==> src/rtl/sbsram_pkg.sv <==
package sbsram_pkg;

    typedef enum logic [1:0] {
        ST_IDLE  = 2'd0,
        ST_READ  = 2'd1,
        ST_WRITE = 2'd2,
        ST_TURN  = 2'd3
    } bus_state_e;

endpackage

==> src/rtl/sbsram_burst_track.sv <==
// Decides whether a read word needs a fresh address strobe or may advance.
module sbsram_burst_track #(
    parameter int AW       = 16,
    parameter int GRP_BITS = 2
) (
    input  logic          clk,
    input  logic          rst,
    input  logic          rd_issue,
    input  logic [AW-1:0] rd_addr,
    input  logic          bus_was_read,
    output logic          restrobe
);
    logic [AW-1:0] last_q;
    logic          in_seq;
    logic          grp_start;

    assign in_seq    = (rd_addr == last_q + AW'(1));
    assign grp_start = (rd_addr[GRP_BITS-1:0] == '0);
    assign restrobe  = !bus_was_read || !in_seq || grp_start;

    always_ff @(posedge clk) begin
        if (rst)
            last_q <= '0;
        else if (rd_issue)
            last_q <= rd_addr;
    end

endmodule

==> src/rtl/sbsram_rd_pipe.sv <==
// Carries read tags through the fixed memory latency and captures data.
module sbsram_rd_pipe #(
    parameter int AW  = 16,
    parameter int DW  = 32,
    parameter int LAT = 2
) (
    input  logic          clk,
    input  logic          rst,
    input  logic          issue,
    input  logic [AW-1:0] issue_addr,
    input  logic [DW-1:0] dq_in,
    output logic          rd_valid,
    output logic [AW-1:0] rd_addr,
    output logic [DW-1:0] rd_data
);
    logic [LAT-1:0] vld_q;
    logic [AW-1:0]  tag_q [LAT];

    for (genvar g = 0; g < LAT; g++) begin : g_stage
        if (g == 0) begin : g_head
            always_ff @(posedge clk) begin
                if (rst) vld_q[0] <= 1'b0;
                else     vld_q[0] <= issue;
                tag_q[0] <= issue_addr;
            end
        end else begin : g_body
            always_ff @(posedge clk) begin
                if (rst) vld_q[g] <= 1'b0;
                else     vld_q[g] <= vld_q[g-1];
                tag_q[g] <= tag_q[g-1];
            end
        end
    end

    always_ff @(posedge clk) begin
        if (rst) begin
            rd_valid <= 1'b0;
            rd_addr  <= '0;
            rd_data  <= '0;
        end else begin
            rd_valid <= vld_q[LAT-1];
            if (vld_q[LAT-1]) begin
                rd_addr <= tag_q[LAT-1];
                rd_data <= dq_in;
            end
        end
    end

endmodule

==> src/rtl/sbsram_ctrl.sv <==
module sbsram_ctrl
    import sbsram_pkg::*;
#(
    parameter int AW       = 16,
    parameter int DW       = 32,
    parameter int RD_LAT   = 2,
    parameter int GRP_BITS = 2,
    localparam int BW      = DW / 8
) (
    input  logic          clk,
    input  logic          rst,
    input  logic          req_valid,
    output logic          req_ready,
    input  logic          req_write,
    input  logic [AW-1:0] req_addr,
    input  logic [DW-1:0] req_wdata,
    input  logic [BW-1:0] req_be,
    output logic          rd_valid,
    output logic [AW-1:0] rd_addr,
    output logic [DW-1:0] rd_data,
    output logic          mem_ce_n,
    output logic [BW-1:0] mem_be_n,
    output logic [AW-1:0] mem_addr,
    output logic [DW-1:0] mem_dq_out,
    output logic          mem_dq_oe,
    input  logic [DW-1:0] mem_dq_in,
    output logic          mem_ads_n,
    output logic          mem_adv_n,
    output logic          mem_oe_n,
    output logic          mem_we_n
);
    bus_state_e state_q, state_d;
    logic       restrobe;
    logic       rd_issue;

    // a write right after a read word must wait out one dead cycle
    assign req_ready = !(state_q == ST_READ && req_valid && req_write);
    assign rd_issue  = (state_d == ST_READ);

    always_comb begin
        state_d = ST_IDLE;
        unique case (state_q)
            ST_READ:
                if (req_valid) state_d = req_write ? ST_TURN : ST_READ;
            ST_IDLE, ST_WRITE, ST_TURN:
                if (req_valid) state_d = req_write ? ST_WRITE : ST_READ;
            default:
                state_d = ST_IDLE;
        endcase
    end

    always_ff @(posedge clk) begin
        if (rst) state_q <= ST_IDLE;
        else     state_q <= state_d;
    end

    sbsram_burst_track #(
        .AW       (AW),
        .GRP_BITS (GRP_BITS)
    ) u_track (
        .clk          (clk),
        .rst          (rst),
        .rd_issue     (rd_issue),
        .rd_addr      (req_addr),
        .bus_was_read (state_q == ST_READ),
        .restrobe     (restrobe)
    );

    // registered bus outputs, chosen by the state being entered
    always_ff @(posedge clk) begin
        if (rst) begin
            mem_ce_n   <= 1'b1;
            mem_be_n   <= '1;
            mem_addr   <= '0;
            mem_dq_out <= '0;
            mem_dq_oe  <= 1'b0;
            mem_ads_n  <= 1'b1;
            mem_adv_n  <= 1'b1;
            mem_oe_n   <= 1'b1;
            mem_we_n   <= 1'b1;
        end else begin
            mem_ce_n  <= 1'b1;
            mem_be_n  <= '1;
            mem_dq_oe <= 1'b0;
            mem_ads_n <= 1'b1;
            mem_adv_n <= 1'b1;
            mem_oe_n  <= 1'b1;
            mem_we_n  <= 1'b1;
            unique case (state_d)
                ST_READ: begin
                    mem_ce_n <= 1'b0;
                    mem_oe_n <= 1'b0;
                    mem_be_n <= '0;
                    if (restrobe) begin
                        mem_ads_n <= 1'b0;
                        mem_addr  <= req_addr;
                    end else begin
                        mem_adv_n <= 1'b0;
                    end
                end
                ST_WRITE: begin
                    mem_ce_n   <= 1'b0;
                    mem_we_n   <= 1'b0;
                    mem_ads_n  <= 1'b0;
                    mem_addr   <= req_addr;
                    mem_be_n   <= ~req_be;
                    mem_dq_out <= req_wdata;
                    mem_dq_oe  <= 1'b1;
                end
                ST_IDLE, ST_TURN: begin
                end
                default: begin
                end
            endcase
        end
    end

    sbsram_rd_pipe #(
        .AW  (AW),
        .DW  (DW),
        .LAT (RD_LAT)
    ) u_rd_pipe (
        .clk        (clk),
        .rst        (rst),
        .issue      (rd_issue),
        .issue_addr (req_addr),
        .dq_in      (mem_dq_in),
        .rd_valid   (rd_valid),
        .rd_addr    (rd_addr),
        .rd_data    (rd_data)
    );

endmodule

==> config.mk <==
export PLATFORM = sky130hd
export DESIGN_NAME = sbsram_ctrl
export DESIGN_NICKNAME = d
export VERILOG_FILES = /design/src/rtl/sbsram_pkg.sv /design/src/rtl/sbsram_burst_track.sv /design/src/rtl/sbsram_rd_pipe.sv /design/src/rtl/sbsram_ctrl.sv
export SDC_FILE = /design/constraint.sdc
export NUM_CORES = 1
export LEC_CHECK = 0
export ABC_AREA = 1
export BUFFER_PORTS_ARGS = -buffer_cell sky130_fd_sc_hd__buf_4
export CORE_AREA = 2 2 133 135
export CTS_CLUSTER_DIAMETER = 30
export DETAILED_ROUTE_END_ITERATION = 10
export DIE_AREA = 0 0 135 137
export GPL_TIMING_DRIVEN = 0
export PLACE_DENSITY = 0.59
export SYNTH_ARGS = -nofsm -noshare
export SYNTH_HDL_FRONTEND = slang
export SYNTH_SLANG_ARGS = --single-unit
==> constraint.sdc <==
create_clock -name clk -period 3.73 [get_ports clk]
set_input_delay 0.1865 -clock clk [delete_from_list [all_inputs] [get_ports clk]]
set_output_delay 0.1865 -clock clk [all_outputs]
set_load 0.01 [all_outputs]
==> results.toml, run 1 <==
[synthesis]
synthArstFlopShare_pct = 0
yosysSeqAreaShare_pct = 55.4
yosys_warnings = 0
synth_edf_count = 0
synth_cell_type_count = 26
yosys.area.top_type_share_pct = 55.4
synthTopCellsByArea = "dfxtp_1 55%, nand2_1 11%, nor2_1 9.0%"
synth_fp_nets = 839
ys_ff_latch = 159
synthCells = 750
syn_area_per_cell_um2 = 7.65
synth-main-ff-cell = "dfxtp_1"
syn-cell-area_mm2 = 0.00574
synth_largest_area_cell = "dfxtp_1"

[setup_path]
slowest_stage = "dfxtp_1"
reg2reg_slack_ns = 1.45
crit_path_end_kind = "register"
reg2reg_to = "mem_addr[12]"
worstSetupEndpoint = "mem_addr[12]"
cp_common_cell = "nand2_1"
critPathLaunch = "u_track.last_q[0]"
start_kind = "register"
worst_r2r_path_depth = 15
crit_fanout = 10
critPathArrivalTime_ns = 2.59
critical_path.cell_chain = "ha_1, nand2_1, nor2_4, nand2_1, nand3_1, nand2_1, nor2_1, nand2_1, nor2_2, nand2_1, nand2_4, buf_6, nand3_1, nand2_1, nor2_1"
slowest_delay_ns = 0.40
cp_data_required_time_ns = 4.04
reg2reg_from = "u_track.last_q[0]"
critical_path_class = "reg2reg"

[cts]
clockBufferDepth = 2
numCtsBuffers = 17
cts_max_level = 4
cts-root-buf = "clkbuf_16"
postCtsSetupRepairBufs = 0
cts.clk_slew.worst_paths_ns = 0.07
clk-insertion-delay-late_ns = 0.43
cts_tree = "done"
cts.sinks = 159

[final_layout]
final_common_cell = "buf_4"
fin_nets = 1138
seqCellArea_mm2 = 0.00318
nFillCells = 1648
layout-drive-gt1-share_pct = 23.2
antenna_cells = 0
multiInputGateArea_mm2 = 0.00215
final_cell_mix = "195 x buf_4, 170 x nand2_1, 159 x dfxtp_1"
area_growth_pct = 55.2

[sta]
slew_headroom_pct = 60.3
maxSlewViolCount = 0
tns_ns = 0
period_needed_ns = 2.28
fin_ws_ns = 1.45
finalSetupViolCount = 0
hold_viol_final = 0
tightest_slew_ns = 0.595
max_freq_mhz = 439
period_share_pct = 61.0
rsz0062_at_grt = "false"
fin_worst_skew_ns = 0.0152

[global_route]
grt_first_pass_wirelength_mm = 26.7
grt_pass1_vias = 5395
grt_max_degree = 17
grt.overflow.total = 0
grt.total_usage_pct = 18.4
antenna_found_initial = 0

[die]
die_y_um = 137
rows = 48
die-area_mm2 = 0.0185
initial_core_util_pct = 33.7
die_w_um = 135
core_mm2 = 0.0171
ios = 196

[route]
ant_nets = 0
routed_via_density = 4.40
wirelength_mm = 16.9
wl_per_cell_um = 13.1
drtIter0Drc = 170
route.detailed.drc = 0
via_count = 5664
firstDrtPassIters = 4

[placement]
place_congestion = 0.877
dp_hpwl_mm = 11.7
dp_worst_setup_slack_ns = 1.50
io_buffers = 194

[pwr]
p_per_area_mw_per_mm2 = 447
max-vdd-ir-drop_uv = 311
leakagePower_uw = 0.00434

[flow_run]
timing.max_cap.violations = 0

[hold_path]
hp-class = "in2reg"

[outcome]
status = "completed"
[worst max-delay path: cells and delay by family, from the launching register on]
| kind | cells | cell delay (ns) |
|---|---|---|
| simple gates | 13 | 1.34 |
| flops | 1 | 0.40 |
| buf+inv | 1 | 0.16 |
| fa+ha+maj | 1 | 0.25 |
[stage by stage]
step | utilization, % | std cells | area [um2] | hold WS [ns] | total power [uW]
after floorplan | - | 750 | 5740 | 0.214 | 2040
after CTS | 52.2 | 1287 | 8910 | 0.190 | 4040
after detailed placement | 43.8 | 1169 | 7480 | 0.312 | 2270
after global placement | 43.8 | 1169 | 7480 | 0.310 | 2260
final | 52.2 | 1287 | 8910 | 0.188 | 3980
after global routing | 52.2 | 1287 | 8910 | 0.222 | 4170
[cells by family after synthesis]
logic type,Yosys count,share of synthesized area (%)
buffers and inverters,100,7.08
AO/OA/AOI/OAI,82,7.43
adder cells (fa/ha/maj),1,0.218
AND/OR/NAND/NOR,402,28.9
flip-flops,159,55.4
XOR/XNOR,6,0.916
[power by group]
part           internal (uW)  switching, uW  leakage, uW
logic                    250            226      0.00276
registers               1780           42.8      0.00131
clock network            946            734     0.000274
total                   2980           1000      0.00434
[worst min-delay path by stage]
| stage | startpoint | end | slack, ns | cells past startpoint |
|---|---|---|---|---|
| global placement | u_rd_pipe.tag_q[0][12] | u_rd_pipe.tag_q[1][12] | 0.31 | 0 |
| global route | rst | u_rd_pipe.rd_valid | 0.22 | 2 |
| CTS | rst | state_q[1] | 0.19 | 2 |
| detailed placement | u_rd_pipe.tag_q[0][1] | u_rd_pipe.tag_q[1][1] | 0.31 | 0 |
| finish | rst | state_q[1] | 0.19 | 2 |
| floorplan | req_addr[0] | u_rd_pipe.tag_q[0][0] | 0.21 | 0 |
[cell type report]
type	count	share of cell area, %
plain buffers	36	1.87
repair buffers	280	26.0
well taps	225	3.16
clock inverters	14	1.49
clock buffers	18	4.93
inverters	64	2.70
flip-flops and latches	159	35.7
multi-input cells	491	24.1
[sequential cells by signal (all words and copies together), names as in the netlist, 2 cells and up]
name and flops:
state_q 2, mem_addr 16, u_track.last_q 16, u_rd_pipe.vld_q 2
u_rd_pipe.rd_addr 16, u_rd_pipe.rd_data 32, u_rd_pipe.tag_q 32, mem_dq_out 32
mem_be_n 4
[repair_timing]
action | 4_1_cts | 5_1_grt
gates resized for setup | 0 | 0
endpoints found under the hold margin | 90 | 0
hold buffers | 86 | 0
setup endpoints to repair | 0 | 0
[cell usage after synthesis (4+ instances only)]
master and n:
o22ai_1 9, nand2_1 170, nor2_1 138, nand4_1 4, a21oi_1 16, buf_2 4
clkbuf_1 25, dfxtp_1 159, nor2_2 5, nand3_1 79, o21ai_0 55, inv_1 61
[routing by layer]
metal  share of wire (%)  GRT usage (%)
met2                  47           30.4
met4                 1.3           6.25
met5                   0              0
met3                 7.2           6.22
met1                  45           22.5
(Power assumes the default switching activity.)
==> run 2, diff against run 1 <==
clock period = 2.15 ns   (was 3.73 ns; I/O delays follow)
==> run 2 against run 1 <==
Effect of this change: sequential share of layout area down 0.74 points; flip-flop and latch count unchanged; die area unchanged; highest routed layer unchanged; design area up 2.4%; largest cell class unchanged; routed wire length up 1.4%.
==> results.toml, run 2 (synthesized netlist as in run 1, its figures left out) <==
[global_route]
grt_first_pass_wirelength_mm = 26.7
grt.overflow.total = 0
grt_pass1_vias = 5421
antenna_found_initial = 0
grt_max_degree = 17
grt.total_usage_pct = 18.4

[sta]
period_share_pct = 95.8
period_needed_ns = 2.06
fin_worst_skew_ns = 0.0128
tightest_slew_ns = 0.605
finalSetupViolCount = 0
rsz0062_at_grt = "true"
maxSlewViolCount = 0
hold_viol_final = 0
max_freq_mhz = 485
slew_headroom_pct = 59.6
tns_ns = 0

[placement]
place_congestion = 0.877
dp_hpwl_mm = 11.7
io_buffers = 194
placed_area_mm2 = 0.00748

[setup_path]
slowest_stage = "dfxtp_4"
cp_data_required_time_ns = 2.48
crit_fanout = 8
worst_r2r_path_depth = 15
slowest_delay_ns = 0.37
critical_path.cell_chain = "ha_4, nand2_4, nor2_4, nand3_2, nand2_2, nand2_2, nor2_2, nand2_1, nor2_2, nand2_2, nand2_4, clkbuf_16, nand3_1, nand2_1, nor2_1"
cp_common_cell = "nand2_2"
critical_path_class = "reg2reg"
critPathArrivalTime_ns = 2.39
crit_path_end_kind = "register"
start_kind = "register"

[die]
die_y_um = 137
ios = 196
core_mm2 = 0.0171
die_w_um = 135
die-area_mm2 = 0.0185
rows = 48
initial_core_util_pct = 33.7

[cts]
cts.clk_slew.worst_paths_ns = 0.07
clockBufferDepth = 2
cts-root-buf = "clkbuf_16"
clk-insertion-delay-late_ns = 0.43
cts_max_level = 4
cts_tree = "done"
numCtsBuffers = 17
cts.sinks = 159

[route]
firstDrtPassIters = 4
via_count = 5725
wirelength_mm = 17.2
wl_per_cell_um = 13.2
route.detailed.drc = 0
routed_via_density = 4.41
ant_nets = 0
drtIter0Drc = 168

[outcome]
status = "completed"

[final_layout]
antenna_cells = 0
seqCellArea_mm2 = 0.00319
multiInputGateArea_mm2 = 0.00223
layout-drive-gt1-share_pct = 25.7
area_growth_pct = 59.0
nFillCells = 1642
final_common_cell = "buf_4"
reg.largest.list = "mem_dq_out: 32 flops, u_rd_pipe.rd_data: 32 flops, u_rd_pipe.tag_q: 32 flops"
fin_nets = 1148
final_cell_mix = "201 x buf_4, 163 x nand2_1, 155 x dfxtp_1"
finalInstanceArea_mm2 = 0.00913

[pwr]
max-vdd-ir-drop_uv = 539
p_per_area_mw_per_mm2 = 761
leakagePower_uw = 0.00444

[hold_path]
min_path_cells = 2
hp-class = "in2reg"

[flow_run]
timing.max_cap.violations = 0
run 2: cell count changes in the layout (fill, tap and decap cells not counted), moves of 4 or more:
cell	delta
nor2_1	-4
buf_4	+6
nand2_2	+6
nand2_1	-7
dfxtp_1	-4
nand3_1	-4
nand3_2	+4
run 2: per-layer routing:
| layer | up-vias | global-route usage, % | share of wire, % |
|---|---|---|---|
| met3 | 20 | 6.22 | 7.4 |
| met1 | 2550 | 22.5 | 44 |
| li1 | 2976 | - | - |
| met4 | 0 | 6.31 | 1.4 |
| met2 | 179 | 30.4 | 47 |
| met5 | - | 0 | 0 |
run 2: timing repair:
action / CTS / global route
pin swaps: 2 / 12
setup buffers: 3 / 4
resized for setup: 4 / 27
hold endpoints to repair: 117 / 0
cloned: 0 / 2
hold buffers: 87 / 0
endpoints found under the setup margin: 16 / 29
run 2: final timing paths:
check	from	end	slack [ns]
worst max-delay path	u_track.last_q[1]	mem_addr[4]	0.09
worst min-delay path	rst	state_q[1]	0.15
worst max register to register	u_track.last_q[1]	mem_addr[4]	0.09
worst min register to register	u_rd_pipe.tag_q[0][14]	u_rd_pipe.tag_q[1][14]	0.33
run 2: cell type report:
class	count	area share, %
inverter	64	2.63
tap	225	3.08
clock buffer	18	4.81
sequential	159	35.0
buffer	36	1.91
timing repair buffer	290	26.7
clock inverter	14	1.45
multi-input combinational	491	24.5
run 2: worst max-delay path: cells and delay by family, from the launching register on:
family	cells	cell delay (ns)
adders and majority gates	1	0.17
buffers and inverters	1	0.17
DFF	1	0.37
and+or+nand+nor	13	1.23
run 2: power breakdown:
part | total (uW) | switching, uW | internal [uW]
Sequential | 3170 | 75.6 | 3090
Combinational | 852 | 401 | 451
Clock | 2920 | 1280 | 1640
run 2: stage by stage:
| step | instances | setup slack, ns | hold slack [ns] | total power (uW) | util, % |
|---|---|---|---|---|---|
| floorplan | 750 | 0.312 | 0.135 | 3540 | - |
| global placement | 1169 | -0.0531 | 0.249 | 3930 | 43.8 |
| detailed placement | 1169 | -0.0765 | 0.251 | 3930 | 43.8 |
| CTS | 1291 | 0.0161 | 0.111 | 7010 | 52.5 |
| global route | 1297 | -0.0421 | 0.184 | 7260 | 53.5 |
| finish | 1297 | 0.0898 | 0.149 | 6940 | 53.5 |
